==> config.mk <==
export PLATFORM = sky130hd
export DESIGN_NAME = serial_cmd_rx
export DESIGN_NICKNAME = d
export VERILOG_FILES = /design/src/rtl/sdr_pkg.sv /design/src/rtl/sdr_sync.sv /design/src/rtl/sdr_shifter.sv /design/src/rtl/sdr_classifier.sv /design/src/rtl/serial_cmd_rx.sv
export SDC_FILE = /design/constraint.sdc
export NUM_CORES = 1
export LEC_CHECK = 0
export BUFFER_PORTS_ARGS = -buffer_cell sky130_fd_sc_hd__clkbuf_2
export CELL_PAD_IN_SITES_DETAIL_PLACEMENT = 1
export CELL_PAD_IN_SITES_GLOBAL_PLACEMENT = 1
export CORE_UTILIZATION = 42
export DETAILED_ROUTE_END_ITERATION = 7
export GPL_TIMING_DRIVEN = 1
export PLACE_DENSITY_LB_ADDON = 0.3
export SETUP_SLACK_MARGIN = 0.15
export SLEW_MARGIN = 5
export SYNTH_ARGS = -nofsm -noshare
export SYNTH_HDL_FRONTEND = slang
export SYNTH_SLANG_ARGS = --single-unit
==> constraint.sdc <==
create_clock -name clk -period 2.82 [get_ports clk]
set_input_delay 0.564 -clock clk [delete_from_list [all_inputs] [get_ports clk]]
set_output_delay 0.564 -clock clk [all_outputs]
set_load 0.03 [all_outputs]
==> src/rtl/sdr_pkg.sv <==
package sdr_pkg;

   typedef enum logic [1:0] {
      ST_CMD  = 2'd0,
      ST_LEN  = 2'd1,
      ST_DATA = 2'd2
   } rx_state_e;

endpackage

==> src/rtl/sdr_sync.sv <==
module sdr_sync #(
   parameter int              W       = 4,
   parameter int              STAGES  = 2,
   parameter logic [W-1:0]    RST_VAL = '0
) (
   input  logic         clk,
   input  logic         rst_n,
   input  logic [W-1:0] d,
   output logic [W-1:0] q
);

   generate
      if (STAGES < 2) begin : g_bad_stages
         $error("sdr_sync: STAGES must be at least 2");
      end
      if (W < 1) begin : g_bad_width
         $error("sdr_sync: W must be positive");
      end
   endgenerate

   logic [W-1:0] chain [STAGES];

   generate
      for (genvar s = 0; s < STAGES; s++) begin : g_stage
         if (s == 0) begin : g_first
            always_ff @(posedge clk or negedge rst_n) begin
               if (!rst_n) chain[s] <= RST_VAL;
               else        chain[s] <= d;
            end
         end else begin : g_next
            always_ff @(posedge clk or negedge rst_n) begin
               if (!rst_n) chain[s] <= RST_VAL;
               else        chain[s] <= chain[s-1];
            end
         end
      end
   endgenerate

   assign q = chain[STAGES-1];

endmodule

==> src/rtl/sdr_shifter.sv <==
module sdr_shifter #(
   parameter int BYTE_W = 8
) (
   input  logic              clk,
   input  logic              rst_n,
   input  logic              cs_act,
   input  logic              sclk_s,
   input  logic              sdat_s,
   input  logic              rs_s,
   output logic              byte_stb,
   output logic [BYTE_W-1:0] byte_q,
   output logic              byte_rs
);

   localparam int BIT_W = (BYTE_W > 1) ? $clog2(BYTE_W) : 1;
   localparam logic [BIT_W-1:0] LAST_BIT = BIT_W'(BYTE_W - 1);

   generate
      if (BYTE_W < 2) begin : g_bad_byte
         $error("sdr_shifter: BYTE_W must be at least 2");
      end
   endgenerate

   logic                sclk_prev;
   logic                sclk_rise;
   logic [BIT_W-1:0]    bit_cnt;
   logic [BYTE_W-2:0]   shreg;
   logic [BYTE_W-1:0]   shift_next;

   assign sclk_rise  = sclk_s & ~sclk_prev;
   assign shift_next = {shreg, sdat_s};

   always_ff @(posedge clk or negedge rst_n) begin
      if (!rst_n) begin
         sclk_prev <= 1'b0;
      end else begin
         sclk_prev <= sclk_s;
      end
   end

   always_ff @(posedge clk or negedge rst_n) begin
      if (!rst_n) begin
         bit_cnt  <= '0;
         shreg    <= '0;
         byte_stb <= 1'b0;
         byte_q   <= '0;
         byte_rs  <= 1'b0;
      end else if (!cs_act) begin
         bit_cnt  <= '0;
         shreg    <= '0;
         byte_stb <= 1'b0;
      end else begin
         byte_stb <= 1'b0;
         if (sclk_rise) begin
            shreg <= shift_next[BYTE_W-2:0];
            if (bit_cnt == LAST_BIT) begin
               bit_cnt  <= '0;
               byte_stb <= 1'b1;
               byte_q   <= shift_next;
               byte_rs  <= rs_s;
            end else begin
               bit_cnt <= bit_cnt + 1'b1;
            end
         end
      end
   end

   // an idle select clears the framing and blocks any byte
   assert_cs_clears_R1: assert property (@(posedge clk) disable iff (!rst_n)
      !cs_act |=> (bit_cnt == '0) && !byte_stb);

   // a byte strobe never lasts longer than one cycle
   assert_single_strobe_R2: assert property (@(posedge clk) disable iff (!rst_n)
      byte_stb |=> !byte_stb);

endmodule

==> src/rtl/sdr_classifier.sv <==
module sdr_classifier
   import sdr_pkg::*;
#(
   parameter int                BYTE_W   = 8,
   parameter logic [BYTE_W-1:0] ESC_CODE = 8'hE8,
   parameter int                MAX_RUN  = 128
) (
   input  logic              clk,
   input  logic              rst_n,
   input  logic              cs_act,
   input  logic              rs_mode,
   input  logic              in_stb,
   input  logic [BYTE_W-1:0] in_byte,
   input  logic              in_rs,
   output logic              byte_valid,
   output logic [BYTE_W-1:0] byte_out,
   output logic              is_data,
   output logic              col_inc
);

   localparam int RUN_W = (MAX_RUN > 1) ? $clog2(MAX_RUN) : 1;
   localparam logic [RUN_W-1:0] RUN_TOP = RUN_W'(MAX_RUN - 1);

   generate
      if (MAX_RUN < 1) begin : g_bad_run
         $error("sdr_classifier: MAX_RUN must be positive");
      end
      if (RUN_W > BYTE_W) begin : g_bad_run_w
         $error("sdr_classifier: MAX_RUN exceeds the length byte range");
      end
   endgenerate

   rx_state_e        state;
   logic [RUN_W-1:0] remain;
   logic [RUN_W-1:0] len_sat;

   always_comb begin
      if (int'(in_byte) > MAX_RUN - 1) len_sat = RUN_TOP;
      else                             len_sat = in_byte[RUN_W-1:0];
   end

   always_ff @(posedge clk or negedge rst_n) begin
      if (!rst_n) begin
         state      <= ST_CMD;
         remain     <= '0;
         byte_valid <= 1'b0;
         byte_out   <= '0;
         is_data    <= 1'b0;
         col_inc    <= 1'b0;
      end else if (!cs_act) begin
         state      <= ST_CMD;
         remain     <= '0;
         byte_valid <= 1'b0;
         col_inc    <= 1'b0;
      end else begin
         byte_valid <= 1'b0;
         col_inc    <= 1'b0;
         if (in_stb) begin
            byte_valid <= 1'b1;
            byte_out   <= in_byte;
            if (rs_mode) begin
               is_data <= in_rs;
               col_inc <= in_rs;
               state   <= ST_CMD;
            end else begin
               case (state)
                  ST_CMD: begin
                     is_data <= 1'b0;
                     if (in_byte == ESC_CODE) state <= ST_LEN;
                  end
                  ST_LEN: begin
                     is_data <= 1'b0;
                     remain  <= len_sat;
                     state   <= ST_DATA;
                  end
                  ST_DATA: begin
                     is_data <= 1'b1;
                     col_inc <= 1'b1;
                     if (remain == '0) state <= ST_CMD;
                     else              remain <= remain - 1'b1;
                  end
                  default: begin
                     is_data <= 1'b0;
                     state   <= ST_CMD;
                  end
               endcase
            end
         end
      end
   end

   // the register-select level decides the flag in pin mode
   assert_pin_flag_R3: assert property (@(posedge clk) disable iff (!rst_n)
      (in_stb && cs_act && rs_mode) |=> byte_valid && (is_data == $past(in_rs)));

   // a byte arriving in the idle command state is a command
   assert_default_cmd_R4: assert property (@(posedge clk) disable iff (!rst_n)
      (in_stb && cs_act && !rs_mode && state == ST_CMD) |=> byte_valid && !is_data);

   // column pulse only with a display-data strobe
   assert_col_inc_data_R7: assert property (@(posedge clk) disable iff (!rst_n)
      col_inc |-> (byte_valid && is_data));

   // select release abandons everything
   assert_abort_idle_R8: assert property (@(posedge clk) disable iff (!rst_n)
      !cs_act |=> (state == ST_CMD) && !byte_valid);

   // a loaded window never exceeds the run limit
   assert_run_bound_R9: assert property (@(posedge clk) disable iff (!rst_n)
      (in_stb && cs_act && !rs_mode && state == ST_LEN) |=> (state == ST_DATA) && (remain <= RUN_TOP));

endmodule

==> src/rtl/serial_cmd_rx.sv <==
module serial_cmd_rx #(
   parameter int                BYTE_W      = 8,
   parameter int                SYNC_STAGES = 2,
   parameter logic [BYTE_W-1:0] ESC_CODE    = 8'hE8,
   parameter int                MAX_RUN     = 128
) (
   input  logic              clk,
   input  logic              rst_n,
   input  logic              rs_mode,
   input  logic              cs_n,
   input  logic              sclk,
   input  logic              sdata,
   input  logic              rs,
   output logic              byte_valid,
   output logic [BYTE_W-1:0] byte_out,
   output logic              is_data,
   output logic              col_inc
);

   localparam int IN_W = 4;
   localparam logic [IN_W-1:0] IN_RST = 4'b1000;

   logic [IN_W-1:0]   raw_in;
   logic [IN_W-1:0]   sync_in;
   logic              cs_act;
   logic              stb;
   logic [BYTE_W-1:0] sh_byte;
   logic              sh_rs;

   assign raw_in = {cs_n, sclk, sdata, rs};
   assign cs_act = ~sync_in[3];

   sdr_sync #(
      .W       (IN_W),
      .STAGES  (SYNC_STAGES),
      .RST_VAL (IN_RST)
   ) u_sync (
      .clk   (clk),
      .rst_n (rst_n),
      .d     (raw_in),
      .q     (sync_in)
   );

   sdr_shifter #(
      .BYTE_W (BYTE_W)
   ) u_shift (
      .clk      (clk),
      .rst_n    (rst_n),
      .cs_act   (cs_act),
      .sclk_s   (sync_in[2]),
      .sdat_s   (sync_in[1]),
      .rs_s     (sync_in[0]),
      .byte_stb (stb),
      .byte_q   (sh_byte),
      .byte_rs  (sh_rs)
   );

   sdr_classifier #(
      .BYTE_W   (BYTE_W),
      .ESC_CODE (ESC_CODE),
      .MAX_RUN  (MAX_RUN)
   ) u_class (
      .clk        (clk),
      .rst_n      (rst_n),
      .cs_act     (cs_act),
      .rs_mode    (rs_mode),
      .in_stb     (stb),
      .in_byte    (sh_byte),
      .in_rs      (sh_rs),
      .byte_valid (byte_valid),
      .byte_out   (byte_out),
      .is_data    (is_data),
      .col_inc    (col_inc)
   );

endmodule

==> run_results.csv, run 1 <==
group,metric,value,unit
setup_path,max_stage_delay,0.44,ns
logic_synthesis,yosysMostFrequentCell,"dfrtp_1",
cts,post-cts-setup-buffers,0,
finish,area_growth,11.31,%
timing,max_freq,493.8,MHz
setup_path,start_kind,"flop",
logic_synthesis,synth_flop_cell,"dfrtp_1",
logic_synthesis,avgSynthCellArea,11.29,um^2
floorplanning,die_h,73.48,um
timing,fin_setup_tns,0,ns
setup_path,path_cells,"inv_1, ha_1, nor3b_2, and3_1, or2_4, o41ai_2",
setup_path,critPathArrivalTime,2.22,ns
floorplanning,start_util,44.55,%
route,totalWireLength,4.537,mm
timing,maxSlewViolCount,0,
timing,max_slew_margin,59.40,%
logic_synthesis,synth-seq-area-share,57.26,%
setup_path,critPathKind,"flop to flop",
logic_synthesis,yosys.cell_types.count,46,
logic_synthesis,postSynthCellCount,190,
logic_synthesis,synth_edf_count,0,
cts,numCtsBuffers,5,
power_and_ir_drop,ir_drop,0.3424,mV
power_and_ir_drop,p_per_area,538.1,nW/um^2
grt,grt_pass1_wl,7.955,mm
grt,grt.overflow.total,0,
setup_path,setup.worst_path.end_class,"flop",
finish,diodes,0,
timing,fin_crit_sh,71.81,%
timing,hold_viol,0,
cts,clockBufferDepth,2,
floorplanning,fp.dieW,73.48,um
logic_synthesis,yosys_warnings,0,
cts,clock_sinks,49,
placed_design,numPortBuffers,17,
placed_design,post-place-ws,0.8253,ns
route,via_count,1468,
cts,clkTransAtPathRegs,0.09,ns
cts,worstSkewPairLatency,0.30,ns
timing,rsz0062_at_grt,"no",
grt,grt_pass1_vias,1567,
finish,utilization,49.58,%
logic_synthesis,synth-seq-cells,49,
placed_design,place_congestion,0.8535,
grt,grt_max_degree,50,
route,wl_per_cell,16.62,um
floorplanning,core-area,4817,um^2
route,post-route-drc-count,0,
logic_synthesis,synth_largest_area_cell,"dfrtp_1",
timing,fin_ws,0.7949,ns
cts,cts-root-buf,"clkbuf_8",
logic_synthesis,yosys-top-cells-area,"dfrtp_1 (55%), mux2_2 (9.4%), nand2_1 (4.2%)",
timing,finalSetupViolCount,0,
setup_path,cp_max_fo,8,
job,drv_cap,0,
placed_design,dp_hpwl,3.308,mm
status,outcome,"finished, final reports clean",
route,drt_iter0_drc,58,
finish,drive_gt1_share,25.24,%
timing,post-route-min-period,2.025,ns
setup_path,required,3.01,ns
timing,clock_skew,0.006646,ns
route,dr.pass1.iters,4,
timing,worstMarginPinSlew,0.6077,ns
logic_synthesis,syn_nets,200,
cts,htree_levels,2,
power_and_ir_drop,p_leak,1.116,nW
floorplanning,rows,25,
cts,cts_hold_buf,0,
grt,grt_usage,19.88,%
floorplanning,die_area,5399,um^2
setup_path,slowest_stage,"dfrtp_1",
cts,post_cts_resized,0,
finish,nNetsFinal,215,
min_path,hold_path.class,"input pin to flop",
setup_path,r2r_slack,0.79,ns
route,ant_nets,0,
route,avgViaCountPerCell,5.377,
cts,cts_tree,"yes",
grt,antenna_found_initial,0,
logic_synthesis,syn_area,2146,um^2
logic_synthesis,synth_common_cells,"dfrtp_1 (47), nand2_1 (24), mux2_2 (18)",
floorplanning,io_pins,18,
logic_synthesis,async_reset_ff_share,100.0,%
logic_synthesis,yosys.area.top_type_share,54.81,%
[critical path: cells and delay by family, from the launching register on]
kind / cells / cell delay, ns
adders and majority gates: 1 / 0.25
DFF: 1 / 0.44
AOI/OAI and AO/OA: 1 / 0.35
buffers and inverters: 1 / 0.10
and+or+nand+nor: 3 / 0.77
[final timing paths]
| kind | cells past startpoint | to | startpoint |
|---|---|---|---|
| hold / removal | 1 | u_sync.chain[7] | cs_n |
| max in group asynchronous | 2 | u_sync.chain[4] | rst_n |
| setup / recovery | 6 | u_class.remain[5] | u_class.remain[0] |
| setup reg to reg | 6 | u_class.remain[5] | u_class.remain[0] |
| min in group asynchronous | 2 | u_class.remain[4] | rst_n |
| hold reg to reg | 0 | u_sync.q[2] | u_sync.chain[6] |
[per-stage QoR]
step                cell area [um^2]  hold slack (ns)  instances  total power [mW]
floorplan                       2146           0.2684        190            0.7660
global placement                2273           0.3330        265            0.7880
detailed placement              2273           0.3363        265            0.7930
CTS                             2389           0.3248        273             1.296
global route                    2389           0.3101        273             1.327
finish                          2389           0.3359        273             1.285
[cell type report]
type / instances / area [um^2]
Fill cell: 538 / 2429
Sequential cell: 49 / 1229
Multi-Input combinational cell: 124 / 838.3
Timing Repair Buffer: 19 / 100.1
Tap cell: 67 / 83.83
Clock buffer: 5 / 68.82
Clock inverter: 3 / 46.29
Inverter: 6 / 22.52
[cell families after synthesis]
kind of cell,share of synthesized area [%]
compound gates,10.96
buf+inv,3.673
xor+xnor,0.8165
fa+ha+maj,1.749
flops,57.26
mux,9.912
simple gates,15.63
[cell usage in the layout, fill, tap and decap left out, drive strengths merged, types with 2 or more instances in the layout]
cell,instances
nand2,24
a21oi,16
a32o,2
nor3b,3
nor2b,3
a21o,2
mux2,18
buf,2
nand2b,2
o21ai,4
and3,2
ha,3
clkbuf,22
nand3,4
dfrtp,47
or2,2
nor4,3
nor3,9
a221oi,2
o41ai,2
dfstp,2
nor2,7
inv,6
xnor2,2
[power breakdown]
group	switching [mW]	leakage (nW)	internal, mW
Combinational	0.0334	0.402	0.0164
Clock	0.242	0.0543	0.266
Sequential	0.0139	0.659	0.714
Total	0.289	1.12	0.996
[registers in the layout, summed over array words and instances (netlist names)]
signal,flops
u_shift.byte_rs,1
u_shift.byte_q,8
u_sync.q,4
u_sync.chain,4
u_shift.shreg,7
u_class.col_inc,1
u_class.remain,7
u_shift.byte_stb,1
u_shift.bit_cnt,3
u_class.state,2
u_class.byte_valid,1
u_class.is_data,1
u_class.byte_out,8
u_shift.sclk_prev,1
[metal layers]
metal / up-vias / part of all wire [%] / GRT usage (%)
met5: - / 0 / 0
met4: 0 / 1.8 / 7.906
met3: 6 / 1.9 / 3.841
met2: 16 / 51 / 32.93
met1: 746 / 45 / 25.67
li1: 700 / - / -
Power figures use the tool's default switching activity.
==> inputs of run 2 (changes only) <==
--- a/config.mk
+++ b/config.mk
@@ -5,10 +5,11 @@
 export SDC_FILE = /design/constraint.sdc
 export NUM_CORES = 1
 export LEC_CHECK = 0
+export ABC_AREA = 1
 export BUFFER_PORTS_ARGS = -buffer_cell sky130_fd_sc_hd__clkbuf_2
 export CELL_PAD_IN_SITES_DETAIL_PLACEMENT = 1
 export CELL_PAD_IN_SITES_GLOBAL_PLACEMENT = 1
-export CORE_UTILIZATION = 42
+export CORE_UTILIZATION = 41
 export DETAILED_ROUTE_END_ITERATION = 7
 export GPL_TIMING_DRIVEN = 1
 export PLACE_DENSITY_LB_ADDON = 0.3
==> constraint.sdc (replaced) <==
create_clock -name clk -period 1.8 [get_ports clk]
set_input_delay 0.36 -clock clk [delete_from_list [all_inputs] [get_ports clk]]
set_output_delay 0.36 -clock clk [all_outputs]
set_load 0.03 [all_outputs]
==> run 2 against run 1 <==
Net effect:
- wire length rose by 7.1%
- combinational power rose to 2.7 times the previous value
- clock skew fell by 0.00055 ns
- non-clock buffer count rose by 6
- register-to-register slack got worse by 0.50 ns
- design area rose by 3.5%
- setup slack got worse by 0.50 ns
- clock-buffer cell count did not move
- critical path type unchanged
- largest power group unchanged
- highest routed layer unchanged
==> run_results.csv, run 2 <==
group,metric,value,unit
timing,fin_setup_tns,0,ns
power_and_ir_drop,ir_drop,0.3796,mV
grt,grt_pass1_wl,8.431,mm
grt,use_met1,24.26,%
finish,drive_gt1_share,20.68,%
floorplanning,fp.dieW,74.96,um
route,drt_iter0_drc,38,
placed_design,dp_hpwl,3.696,mm
finish,final_common_cell,"nand2_1",
logic_synthesis,yosys-top-cells-area,"dfrtp_1 (54%), nand2_1 (10%), inv_1 (4.8%)",
route,totalWireLength,4.860,mm
grt,use_met2,37.64,%
cts,worstSkewPairLatency,0.31,ns
cts,clock_sinks,49,
logic_synthesis,synth_largest_area_cell,"dfrtp_1",
setup_path,setup.worst_path.end_class,"flop",
setup_path,startpoint,"u_class.remain[1]",
grt,grt_usage,20.63,%
timing,fin_crit_sh,83.47,%
grt,antenna_found_initial,0,
grt,grt.overflow.total,0,
logic_synthesis,yosysMostFrequentCell,"nand2_1",
setup_path,r2r_slack,0.30,ns
setup_path,r2r_cells,9,
setup_path,crit_end,"u_class.state[1]",
timing,worstMarginPinSlew,0.4557,ns
logic_synthesis,synth_edf_count,0,
floorplanning,core-area,5107,um^2
timing,max_freq,665.6,MHz
placed_design,dpl_cell_area,2351,um^2
cts,clockBufferDepth,2,
setup_path,critPathKind,"flop to flop",
power_and_ir_drop,p_per_area,783.6,nW/um^2
grt,gr-usage-met3,4.150,%
setup_path,cp_max_fo,4,
cts,cts_tree,"yes",
floorplanning,rows,26,
setup_path,r2r-start,"u_class.remain[1]",
route,wl_per_cell,14.46,um
floorplanning,io_pins,18,
timing,maxSlewViolCount,0,
cts,cts-root-buf,"clkbuf_8",
timing,post-route-min-period,1.502,ns
cts,htree_levels,2,
timing,rsz0062_at_grt,"no",
finish,diodes,0,
floorplanning,die_area,5618,um^2
finish,mostFrequentLayoutCells,"nand2_1 (58), dfrtp_1 (47), inv_1 (27), o21ai_0 (21), nor2_1 (19)",
logic_synthesis,syn_area,2182,um^2
route,via_count,1653,
setup_path,critPathArrivalTime,1.70,ns
status,outcome,"finished, final reports clean",
route,post-route-drc-count,0,
finish,area_growth,13.25,%
grt,grt_max_degree,20,
cts,numCtsBuffers,5,
job,drv_cap,0,
timing,max_slew_margin,69.62,%
logic_synthesis,yosys_warnings,0,
logic_synthesis,async_reset_ff_share,100.0,%
timing,whs,0.1224,ns
finish,nNetsFinal,275,
logic_synthesis,postSynthCellCount,238,
timing,clock_skew,0.006094,ns
min_path,hold_path.class,"input pin to flop",
cts,clkTransAtPathRegs,0.09,ns
logic_synthesis,syn_nets,248,
route,ant_nets,0,
setup_path,required,2.00,ns
timing,hold_viol,0,
timing,finalSetupViolCount,0,
setup_path,reg2reg_to,"u_class.state[1]",
logic_synthesis,yosys.area.top_type_share,53.90,%
logic_synthesis,synth_flop_cell,"dfrtp_1",
setup_path,start_kind,"flop",
logic_synthesis,avgSynthCellArea,9.168,um^2
grt,grt_pass1_vias,1790,
placed_design,place_congestion,0.7793,
floorplanning,start_util,42.72,%
finish,final_cell_area,2471,um^2
finish,largest_registers,"u_class.byte_out x8, u_shift.byte_q x8",
route,dr.pass1.iters,4,
logic_synthesis,synth_common_cells,"nand2_1 (58), dfrtp_1 (47), inv_1 (28)",
power_and_ir_drop,p_leak,1.209,nW
grt,grt-busiest-layer,"met2",
logic_synthesis,synth-seq-cells,49,
logic_synthesis,synth-seq-area-share,56.31,%
logic_synthesis,yosys.cell_types.count,28,
placed_design,numPortBuffers,17,
floorplanning,die_h,74.96,um
route,avgViaCountPerCell,4.920,
-- run 2: cell types whose count changed in the layout (fill, tap and decap cells not counted), moves of 4 or more --
cell and delta:
a21oi_1 -13, buf_4 +5, inv_1 +21, mux2_2 -18
nand2_1 +34, nand3_1 +11, nand4_1 +4, nor2_1 +12
nor3_1 -7, o21ai_0 +18, o21ai_1 +5, o21ai_2 +7
-- run 2: worst min-delay path by stage --
stage,start,end,slack [ns],cells past startpoint
floorplan,rst_n,u_class.byte_out[0],0.06,0
global placement,rst_n,u_class.byte_out[2],0.31,1
detailed placement,rst_n,u_class.byte_out[2],0.32,1
CTS,cs_n,u_sync.chain[7],0.11,1
global route,cs_n,u_sync.chain[7],0.11,1
finish,cs_n,u_sync.chain[7],0.12,1
-- run 2: report_power, final --
group          internal (mW)  switching [mW]
Clock                  0.276           0.386
Combinational         0.0419          0.0936
Sequential              1.12          0.0173
-- run 2: final cells by class --
type	instances	area (um^2)
Clock buffer	5	68.82
Clock inverter	3	21.27
Tap cell	70	87.58
Fill cell	628	2636
Timing Repair Buffer	25	147.6
Multi-Input combinational cell	153	798.3
Inverter	31	118.9
Sequential cell	49	1229
-- run 2: timing repair --
item                                    4_1_cts  5_1_grt
hold buffers                                  1        0
endpoints found under the setup margin        0        9
hold endpoints to repair                     14        0
gates resized for setup                       0        3
setup buffers                                 0        1
-- run 2: per-stage QoR --
stage / instances / worst slack, ns / utilization [%] / power, mW
after detailed placement: 326 / 0.2005 / 46.03 / 1.295
final: 336 / 0.2976 / 48.38 / 1.936
after floorplan: 238 / 0.4181 / - / 1.238
after global placement: 326 / 0.3171 / 46.03 / 1.289
after global routing: 336 / 0.1799 / 48.38 / 2.035
after CTS: 335 / 0.1613 / 47.99 / 1.965
-- run 2: layer usage --
metal  wire length [um]  up-vias  part of all wire (%)
li1                   -      815                     -
met1               2155      817                    44
met2               2536       14                    52
met3                 97        7                   2.0
met4                 70        0                   1.4
met5                  0        -                     0
-- run 2: critical path, stage by stage (launching register included) --
cell and delay, ns:
dfrtp_1 0.41, inv_1 0.10, ha_4 0.15, inv_1 0.05, nor2_1 0.12, nand3_1 0.13
nand3b_1 0.19, nand3_2 0.10, nand2_1 0.07, nand2_1 0.05
-- run 2: logic make-up after synthesis --
family / count (synthesis) / share of synthesized area (%)
simple gates: 108 / 22.82
buf+inv: 36 / 7.683
fa+ha+maj: 3 / 1.720
compound gates: 42 / 11.47
flops: 49 / 56.31
==> inputs of run 3 (changes only) <==
--- a/config.mk
+++ b/config.mk
@@ -9,7 +9,7 @@
 export BUFFER_PORTS_ARGS = -buffer_cell sky130_fd_sc_hd__clkbuf_2
 export CELL_PAD_IN_SITES_DETAIL_PLACEMENT = 1
 export CELL_PAD_IN_SITES_GLOBAL_PLACEMENT = 1
-export CORE_UTILIZATION = 41
+export CORE_UTILIZATION = 42
 export DETAILED_ROUTE_END_ITERATION = 7
 export GPL_TIMING_DRIVEN = 1
 export PLACE_DENSITY_LB_ADDON = 0.3
==> constraint.sdc (replaced) <==
create_clock -name clk -period 1.5 [get_ports clk]
set_input_delay 0.3 -clock clk [delete_from_list [all_inputs] [get_ports clk]]
set_output_delay 0.3 -clock clk [all_outputs]
set_load 0.03 [all_outputs]
==> run 3 against run 2 <==
Net effect:
- the flow now finishes with violations (negative setup slack)
- setup slack lost 0.30 ns
- sequential cell count is the same
- non-clock buffer count grew 12
- clock power grew 47%
- utilization grew 6.5 points
- fmax is essentially flat
- critical path depth shrank 3
- cell count grew 2.7%
- critical endpoint is now u_class.remain[6]
- sequential power grew 20%
- via count grew 4.2%
- sequential share of layout area shrank 3.5 points
==> run_results.csv, run 3 (same netlist as run 2, synthesis figures left out) <==
group,metric,value,unit
timing,whs,0.08167,ns
timing,hold_viol,0,
placed_design,numPortBuffers,17,
route,totalWireLength,5.230,mm
finish,final_common_cell,"nand2_1",
setup_path,critPathKind,"flop to flop",
grt,grt_max_degree,50,
route,wl_per_cell,15.16,um
floorplanning,io_pins,18,
power_and_ir_drop,p_leak,1.320,nW
status,outcome,"finished with violations",
power_and_ir_drop,clkPwrFrac,38.3,%
power_and_ir_drop,combPwrFrac,7.9,%
route,dr.pass1.iters,4,
setup_path,setup.worst_path.end_class,"flop",
route,drt_iter0_drc,67,
timing,clock_skew,0.005435,ns
route,via_count,1722,
setup_path,cp_max_fo,5,
power_and_ir_drop,p_per_area,957.1,nW/um^2
grt,grt_pass1_vias,1753,
timing,maxSlewViolCount,0,
power_and_ir_drop,power_switching,0.5799,mW
timing,finalSetupViolCount,1,
power_and_ir_drop,ir_drop,0.6873,mV
finish,diodes,0,
timing,fin_setup_tns,-0.001917,ns
timing,max_slew_margin,76.96,%
timing,fin_crit_sh,100.1,%
floorplanning,die_h,74.08,um
power_and_ir_drop,p_int,1.965,mW
cts,clockBufferDepth,2,
setup_path,required,1.71,ns
finish,mostFrequentLayoutCells,"nand2_1 (56), dfrtp_1 (47), inv_1 (24), o21ai_0 (20), clkbuf_2 (17)",
finish,largest_registers,"u_class.byte_out x8, u_shift.byte_q x8",
timing,post-route-min-period,1.502,ns
cts,htree_levels,2,
finish,area_growth,21.85,%
cts,worstSkewPairLatency,0.30,ns
cts,numCtsBuffers,5,
min_path,hold_path.class,"input pin to flop",
placed_design,dpl_cell_area,2355,um^2
cts,cts_tree,"yes",
finish,fill_cells,578,
cts,clock_sinks,49,
finish,nNetsFinal,287,
timing,max_freq,665.8,MHz
route,post-route-drc-count,0,
power_and_ir_drop,p_sw_share,22.79,%
timing,worstMarginPinSlew,0.3430,ns
cts,cts-root-buf,"clkbuf_8",
floorplanning,fp.dieW,74.08,um
job,drv_cap,0,
grt,grt.overflow.total,0,
grt,grt_pass1_wl,8.528,mm
floorplanning,rows,25,
grt,grt_usage,21.29,%
setup_path,critPathArrivalTime,1.71,ns
floorplanning,core-area,4848,um^2
finish,utilization,54.84,%
placed_design,dp_hpwl,3.491,mm
route,avgViaCountPerCell,4.991,
timing,fin_ws,-0.001917,ns
route,ant_nets,0,
finish,final_cell_area,2659,um^2
placed_design,place_congestion,0.8806,
floorplanning,start_util,45.01,%
power_and_ir_drop,pwr-share-seq,53.7,%
setup_path,start_kind,"flop",
status,violations,"negative setup slack",
finish,drive_gt1_share,28.06,%
finish,stdcell_count,345,
timing,rsz0062_at_grt,"yes",
cts,clkTransAtPathRegs,0.09,ns
floorplanning,die_area,5488,um^2
placed_design,dp.cells,322,
grt,antenna_found_initial,0,
==> run 3: path summary, 6_finish.rpt <==
kind / startpoint / end / slack [ns] / depth (start not counted)
worst max-delay path: u_class.remain[2] / u_class.remain[6] / -0.002 / 6
worst min-delay path: cs_n / u_sync.chain[7] / 0.08 / 1
worst max register to register: u_class.remain[2] / u_class.remain[6] / -0.002 / 6
worst min register to register: u_sync.chain[4] / u_sync.q[0] / 0.35 / 0
max in group asynchronous: rst_n / u_sync.q[3] / 0.71 / 3
min in group asynchronous: rst_n / u_class.col_inc / 0.51 / 3
==> run 3: routing by layer <==
metal  share of wire (%)  routed length, um  GRT usage, %
met5                   0                  0             0
met4                 2.4                123         8.333
met3                 2.1                109         4.065
met2                  53               2755         35.35
met1                  43               2242         27.58
==> run 3: what timing repair did <==
item / in CTS / in global routing
gates cloned: 0 / 0
endpoints found under the hold margin: 47 / 0
hold buffers: 1 / 0
pin swaps: 5 / 6
setup endpoints to repair: 21 / 16
gates resized for setup: 9 / 10
buffers inserted: 7 / 7
==> run 3: cell type report <==
cell class,instances,area (um^2),share of cell area [%]
flip-flops and latches,49,1229,46.21
multi-input cells,153,842.1,31.67
repair buffers,37,266.5,10.02
inverters,31,121.4,4.565
clock buffers,7,86.33,3.247
well taps,67,83.83,3.153
clock inverters,1,30.03,1.129
==> run 3: critical path: stages, from the launching register on <==
cell,delay (ns)
dfrtp_1,0.46
nor2_1,0.28
nand3_2,0.14
buf_4,0.15
nand3_1,0.11
nand2_1,0.07
o21ai_1,0.20
==> run 3: power by group through the flow <==
stage / Combinational [mW] / Sequential, mW / Clock [mW]
5_1_grt: 0.225 / 1.37 / 1.04
4_1_cts: 0.183 / 1.37 / 0.995
3_5_place_dp: 0.166 / 1.39 / 0
6_report: 0.202 / 1.37 / 0.975
3_3_place_gp: 0.163 / 1.39 / 0
2_1_floorplan: 0.100 / 1.39 / 0
==> run 3: per-stage QoR <==
step / setup slack (ns) / power, mW
global placement: 0.08180 / 1.555
floorplan: 0.1521 / 1.485
detailed placement: -0.06275 / 1.559
finish: -0.001917 / 2.545
global route: -0.01923 / 2.635
CTS: 0.1116 / 2.545
